[config.mk]
export PLATFORM = sky130hd
export DESIGN_NAME = fail_latch_top
export DESIGN_NICKNAME = d
export VERILOG_FILES = /design/src/rtl/fail_latch_pkg.sv /design/src/rtl/fail_sync.sv /design/src/rtl/fail_qualify.sv /design/src/rtl/fail_pick.sv /design/src/rtl/fail_latch_top.sv
export SDC_FILE = /design/constraint.sdc
export NUM_CORES = 1
export LEC_CHECK = 0
export ABC_CLOCK_PERIOD_IN_PS = 7250
export CORE_ASPECT_RATIO = 1.2
export CORE_UTILIZATION = 55
export CTS_CLUSTER_DIAMETER = 30
export DETAILED_ROUTE_END_ITERATION = 8
export PLACE_DENSITY_LB_ADDON = 0.05
export SLEW_MARGIN = 40
export SYNTH_ARGS = -nofsm -noshare
export SYNTH_HDL_FRONTEND = slang
export SYNTH_HIERARCHICAL = 1
export SYNTH_SLANG_ARGS = --single-unit
export TNS_END_PERCENT = 100
[constraint.sdc]
create_clock -name clk -period 7.25 [get_ports clk]
set_input_delay 0.725 -clock clk [delete_from_list [all_inputs] [get_ports clk]]
set_output_delay 0.725 -clock clk [all_outputs]
set_load 0.02 [all_outputs]
[src/rtl/fail_latch_pkg.sv]
package fail_latch_pkg;
    typedef enum logic [0:0] {
        ST_WATCH = 1'b0,
        ST_FULL  = 1'b1
    } fl_state_t;
endpackage

[src/rtl/fail_sync.sv]
module fail_sync #(
    parameter int N = 8
) (
    input  logic         clk,
    input  logic         rst_n,
    input  logic [N-1:0] raw,
    output logic [N-1:0] synced
);
    for (genvar i = 0; i < N; i++) begin : g_bit
        logic stage1, stage2;
        always_ff @(posedge clk or negedge rst_n) begin
            if (!rst_n) begin
                stage1 <= 1'b0;
                stage2 <= 1'b0;
            end else begin
                stage1 <= raw[i];
                stage2 <= stage1;
            end
        end
        assign synced[i] = stage2;
    end
endmodule

[src/rtl/fail_qualify.sv]
module fail_qualify #(
    parameter int N  = 8,
    parameter int CW = 8
) (
    input  logic          clk,
    input  logic          rst_n,
    input  logic          clr,
    input  logic [CW-1:0] hold_len,
    input  logic [N-1:0]  level,
    input  logic [N-1:0]  excluded,
    output logic [N-1:0]  qualified
);
    localparam logic [CW-1:0] CNT_MAX = '1;

    logic [CW:0] need;
    always_comb need = (hold_len == '0) ? {{CW{1'b0}}, 1'b1} : {1'b0, hold_len};

    for (genvar i = 0; i < N; i++) begin : g_cnt
        logic [CW-1:0] run_q;
        always_ff @(posedge clk or negedge rst_n) begin
            if (!rst_n) begin
                run_q <= '0;
            end else if (clr || excluded[i] || !level[i]) begin
                run_q <= '0;
            end else if (run_q != CNT_MAX) begin
                run_q <= run_q + 1'b1;
            end
        end
        assign qualified[i] = level[i] && !excluded[i] &&
                              (({1'b0, run_q} + 1'b1) >= need);


        excl_silent_chk: assert property (@(posedge clk) disable iff (!rst_n)
            excluded[i] |-> !qualified[i]);
    end
endmodule

[src/rtl/fail_pick.sv]
module fail_pick #(
    parameter int N  = 8,
    parameter int IW = 3
) (
    input  logic [N-1:0]  req,
    output logic          found,
    output logic [IW-1:0] idx
);
    logic [N-1:0] grant;

    always_comb begin
        grant = req & (~req + 1'b1);
        found = |req;
        idx   = '0;
        for (int i = 0; i < N; i++) begin
            if (grant[i]) idx = IW'(i);
        end
    end


    always_comb pick_onehot_chk: assert ($onehot0(grant));
endmodule

[src/rtl/fail_latch_top.sv]
module fail_latch_top
    import fail_latch_pkg::*;
#(
    parameter int N  = 8,
    parameter int CW = 8,
    localparam int IW = (N > 1) ? $clog2(N) : 1,
    localparam int KW = $clog2(N + 1)
) (
    input  logic            clk,
    input  logic            rst_n,
    input  logic            clr,
    input  logic [CW-1:0]   hold_len,
    input  logic [N-1:0]    comp_in,
    output logic            fail_valid,
    output logic [IW-1:0]   fail_idx,
    output logic [N-1:0]    fail_mask,
    output logic [KW-1:0]   fail_count,
    output logic [N*IW-1:0] fail_log
);
    localparam logic [KW-1:0] FULL_CNT = KW'(N);

    fl_state_t     state_q, state_d;
    logic [N-1:0]  level, qualified;
    logic          found;
    logic [IW-1:0] pick_idx;
    logic          accept;
    logic [IW-1:0] log_q [N];

    fail_sync #(.N(N)) u_sync (
        .clk(clk), .rst_n(rst_n), .raw(comp_in), .synced(level)
    );

    fail_qualify #(.N(N), .CW(CW)) u_qual (
        .clk(clk), .rst_n(rst_n), .clr(clr), .hold_len(hold_len),
        .level(level), .excluded(fail_mask), .qualified(qualified)
    );

    fail_pick #(.N(N), .IW(IW)) u_pick (
        .req(qualified), .found(found), .idx(pick_idx)
    );

    always_comb begin
        accept  = 1'b0;
        state_d = state_q;
        unique case (state_q)
            ST_WATCH: begin
                if (clr) begin
                    state_d = ST_WATCH;
                end else if (found) begin
                    accept = 1'b1;
                    if (fail_count + 1'b1 >= FULL_CNT) state_d = ST_FULL;
                end
            end
            ST_FULL: begin
                if (clr) state_d = ST_WATCH;
            end
            default: state_d = ST_WATCH;
        endcase
    end

    always_ff @(posedge clk or negedge rst_n) begin
        if (!rst_n) state_q <= ST_WATCH;
        else        state_q <= state_d;
    end

    always_ff @(posedge clk or negedge rst_n) begin
        if (!rst_n) begin
            fail_valid <= 1'b0;
            fail_idx   <= '0;
            fail_mask  <= '0;
            fail_count <= '0;
        end else if (clr) begin
            fail_valid <= 1'b0;
            fail_idx   <= '0;
            fail_mask  <= '0;
            fail_count <= '0;
        end else begin
            fail_valid <= accept;
            if (accept) begin
                fail_idx             <= pick_idx;
                fail_mask[pick_idx]  <= 1'b1;
                if (fail_count != FULL_CNT) fail_count <= fail_count + 1'b1;
            end
        end
    end

    for (genvar k = 0; k < N; k++) begin : g_log
        always_ff @(posedge clk or negedge rst_n) begin
            if (!rst_n)                              log_q[k] <= '0;
            else if (clr)                            log_q[k] <= '0;
            else if (accept && fail_count == KW'(k)) log_q[k] <= pick_idx;
        end
        assign fail_log[k*IW +: IW] = log_q[k];
    end


    count_bound_chk: assert property (@(posedge clk) disable iff (!rst_n)
        fail_count <= FULL_CNT);


    count_mask_chk: assert property (@(posedge clk) disable iff (!rst_n)
        fail_count == KW'($countones(fail_mask)));


    mask_sticky_chk: assert property (@(posedge clk) disable iff (!rst_n)
        !$past(clr) |-> (($past(fail_mask) & ~fail_mask) == '0));


    valid_mask_chk: assert property (@(posedge clk) disable iff (!rst_n)
        fail_valid |-> (fail_mask[fail_idx] &&
                        $countones(fail_mask ^ $past(fail_mask)) == 1));


    full_quiet_chk: assert property (@(posedge clk) disable iff (!rst_n)
        (state_q == ST_FULL) |=> !fail_valid);
endmodule

==> metrics <==
Tcrit/Tclk final=0.566; final net count=875; post-detail-place hpwl=11600 um; synthesis-to-finish area growth=18.3%; crit end category=register; Via-to-Cell Ratio=5.66; Critical Path Source Type=primary input; H-tree depth=4; leakage=4.11 nW; endpoints failing setup=0; post-cts sizing count=0; critical path class=primary input to register; clock latency on the worst-skew pair=0.42 ns; hold_buf cts=0; P per Cell Area=194 nW/um^2; Worst-path clk slew=0.06 ns; RePlAce Congestion=0.809; Initial Util=0.567; core area=12700 um^2; min-delay worst type=primary input to async pin; Root Buffer=clkbuf_16; I/O Buffers=58; Fin Setup TNS=0 ns; WL per Instance=17.0 um; maximum VDD drop=0.113 mV; post-CTS setup buffer count=0; CTS tree=built; outcome=complete, no violations; # rows=45; count of cell types in the netlist=39; n_diodes=0; first-pass GRT wire length=27300 um; WP data required=7.60 ns; R2R depth=15; Seq cells post-synth=121; Die Span X=roughly 110 um; Post-synth EDFFs=0; via count=5408; RR Startpoint=u_qual/g_cnt[5].run_q[0]; Starting DRT DRC Count=~300; syn_area_per_cell=between 10 and 15 um^2; Synth Area in Simple Gates=0.210; number of clock sinks=around 120; cts bufs inserted=17; DRT Pass-1 Iters=4; Bufs on Longest Clock Path=2; Adder-Cell Fraction of Synth Area=0.132; Async SR Flop Fraction=1.00; fmax=244 MHz; largest net degree at the start of global routing=66; unrepaired setup endpoints after global routing=false; Syn Std Cell Area=7210 um^2; worst path arrival time=between 4 and 5 ns; Slew @ Worst Pin=0.665 ns; Post-Synth XOR/XNOR Area=0.0583; Die Span Y=127 um; complex-gate fraction of the synthesized area=0.106; Main synth FF type=dfrtp_1; register area share after synthesis=0.420; GRT Util Overall=0.262; critical path peak fanout=9; main combinational cell family by area after synthesis=simple AND/OR/NAND/NOR gates; Final Util=0.670; drc violations=0; Synth Net Count=813; share of cells above drive strength 1=0.115; Power Total=1.66 mW; skew final=0.0109 ns; post-synthesis mux area share=0.0533; io pins=59; Slew headroom=0.556; r2r setup slk=3.44 ns; GRT overflow=0; R2R Path End=fail_mask[7]; Syn. warnings=6; number of global-route vias before repair=5563; Final Hold Vio Count=0; die footprint=13600 um^2; Syn Inst Count=between 700 and 800; Antenna Nets Post-Route=0; drt total wl=16300 um; initial antenna violation count=0; Slew Viols, Final=0; min cycle time layout=4.10 ns; MaxCap Viol Count=0
cell usage after synthesis (all sizes together) (23+ instances only):
master,instances,area (um^2)
a21oi,42,210
dfrtp,121,3030
ha,76,951
mux2i,26,260
nand2,67,251
nand2b,30,188
nand3,32,195
nor2,84,318
nor2b,29,181
o21ai,43,215
o21ba,24,240
xnor2,25,219
xor2,23,201
critical path, stage by stage:
cell and delay [ns]:
clkdlybuf4s50_1 0.46, inv_1 0.21, a41o_1 0.45, ha_1 0.34, nor2b_1 0.04, o21ai_0 0.19, a21oi_1 0.09, o21ai_0 0.50
o21ai_0 0.19, a211oi_2 0.62, and3b_1 0.38, a31oi_1 0.12, nor2_1 0.13
registers in the layout, summed over array words and instances (netlist names):
| name | count |
|---|---|
| fail_valid | 1 |
| u_qual/g_cnt.run_q | 64 |
| u_sync/g_bit.stage1 | 8 |
| u_sync/g_bit.stage2 | 8 |
| fail_mask | 8 |
| state_q | 1 |
| fail_idx | 3 |
| fail_count | 4 |
| fail_log | 24 |
cells by family (layout without fill, tap and decap cells):
| kind of cell | after synthesis | in the layout |
|---|---|---|
| mux | 37 | 37 |
| fa+ha+maj | 76 | 76 |
| simple gates | 283 | 283 |
| xor+xnor | 48 | 48 |
| buf+inv | 30 | 104 |
| flops | 121 | 121 |
| compound gates | 123 | 123 |
cells in the final DEF (no fill, tap or decap), drive strengths merged, types with 23 or more instances in the layout:
| master | instances |
|---|---|
| clkdlybuf4s50 | 56 |
| ha | 76 |
| xor2 | 23 |
| nor2b | 29 |
| mux2i | 26 |
| nand3 | 32 |
| a21oi | 42 |
| xnor2 | 25 |
| nand2 | 67 |
| nor2 | 84 |
| dfrtp | 121 |
| o21ba | 24 |
| o21ai | 43 |
| nand2b | 30 |
stage by stage:
step	instances	worst slack, ns	instance area (um^2)	hold slack, ns
finish	956	3.15	8530	0.230
global route	956	2.89	8530	0.264
CTS	955	3.15	8500	0.353
detailed placement	924	2.73	7900	0.340
global placement	924	2.58	7890	0.332
floorplan	718	3.96	7210	0.331
layer usage:
layer / vias to the layer above / GRT usage / routed length, um
li1: 2626 / - / -
met4: 0 / 0.130 / 446
met2: 126 / 0.439 / 8130
met1: 2625 / 0.320 / 7020
met3: 31 / 0.0587 / 693
met5: - / 0 / 0
cell type report:
type / count / area (um^2)
clock buffer: 19 / 453
clock inverter: 12 / 150
fill: 1016 / 4200
inverter: 12 / 45.0
multi-input combinational: 567 / 4030
sequential: 121 / 3030
tap: 164 / 205
timing repair buffer: 61 / 614
where the power goes:
group,internal (mW),total [mW],switching [mW]
sequential,0.685,0.694,0.00862
clock,0.554,0.858,0.304
combinational,0.0411,0.106,0.0645
total,1.28,1.66,0.378
worst max path at each step:
stage	start	endpoint	slack (ns)	cells past startpoint
2_1_floorplan	hold_len[4]	fail_log[0]	3.96	12
5_1_grt	hold_len[3]	fail_mask[7]	2.89	13
3_3_place_gp	hold_len[3]	fail_mask[7]	2.58	13
6_report	hold_len[3]	fail_mask[7]	3.15	13
3_5_place_dp	hold_len[3]	fail_log[17]	2.73	12
4_1_cts	hold_len[3]	fail_mask[7]	3.15	13
Note: power is estimated with default switching activity, not from simulation.
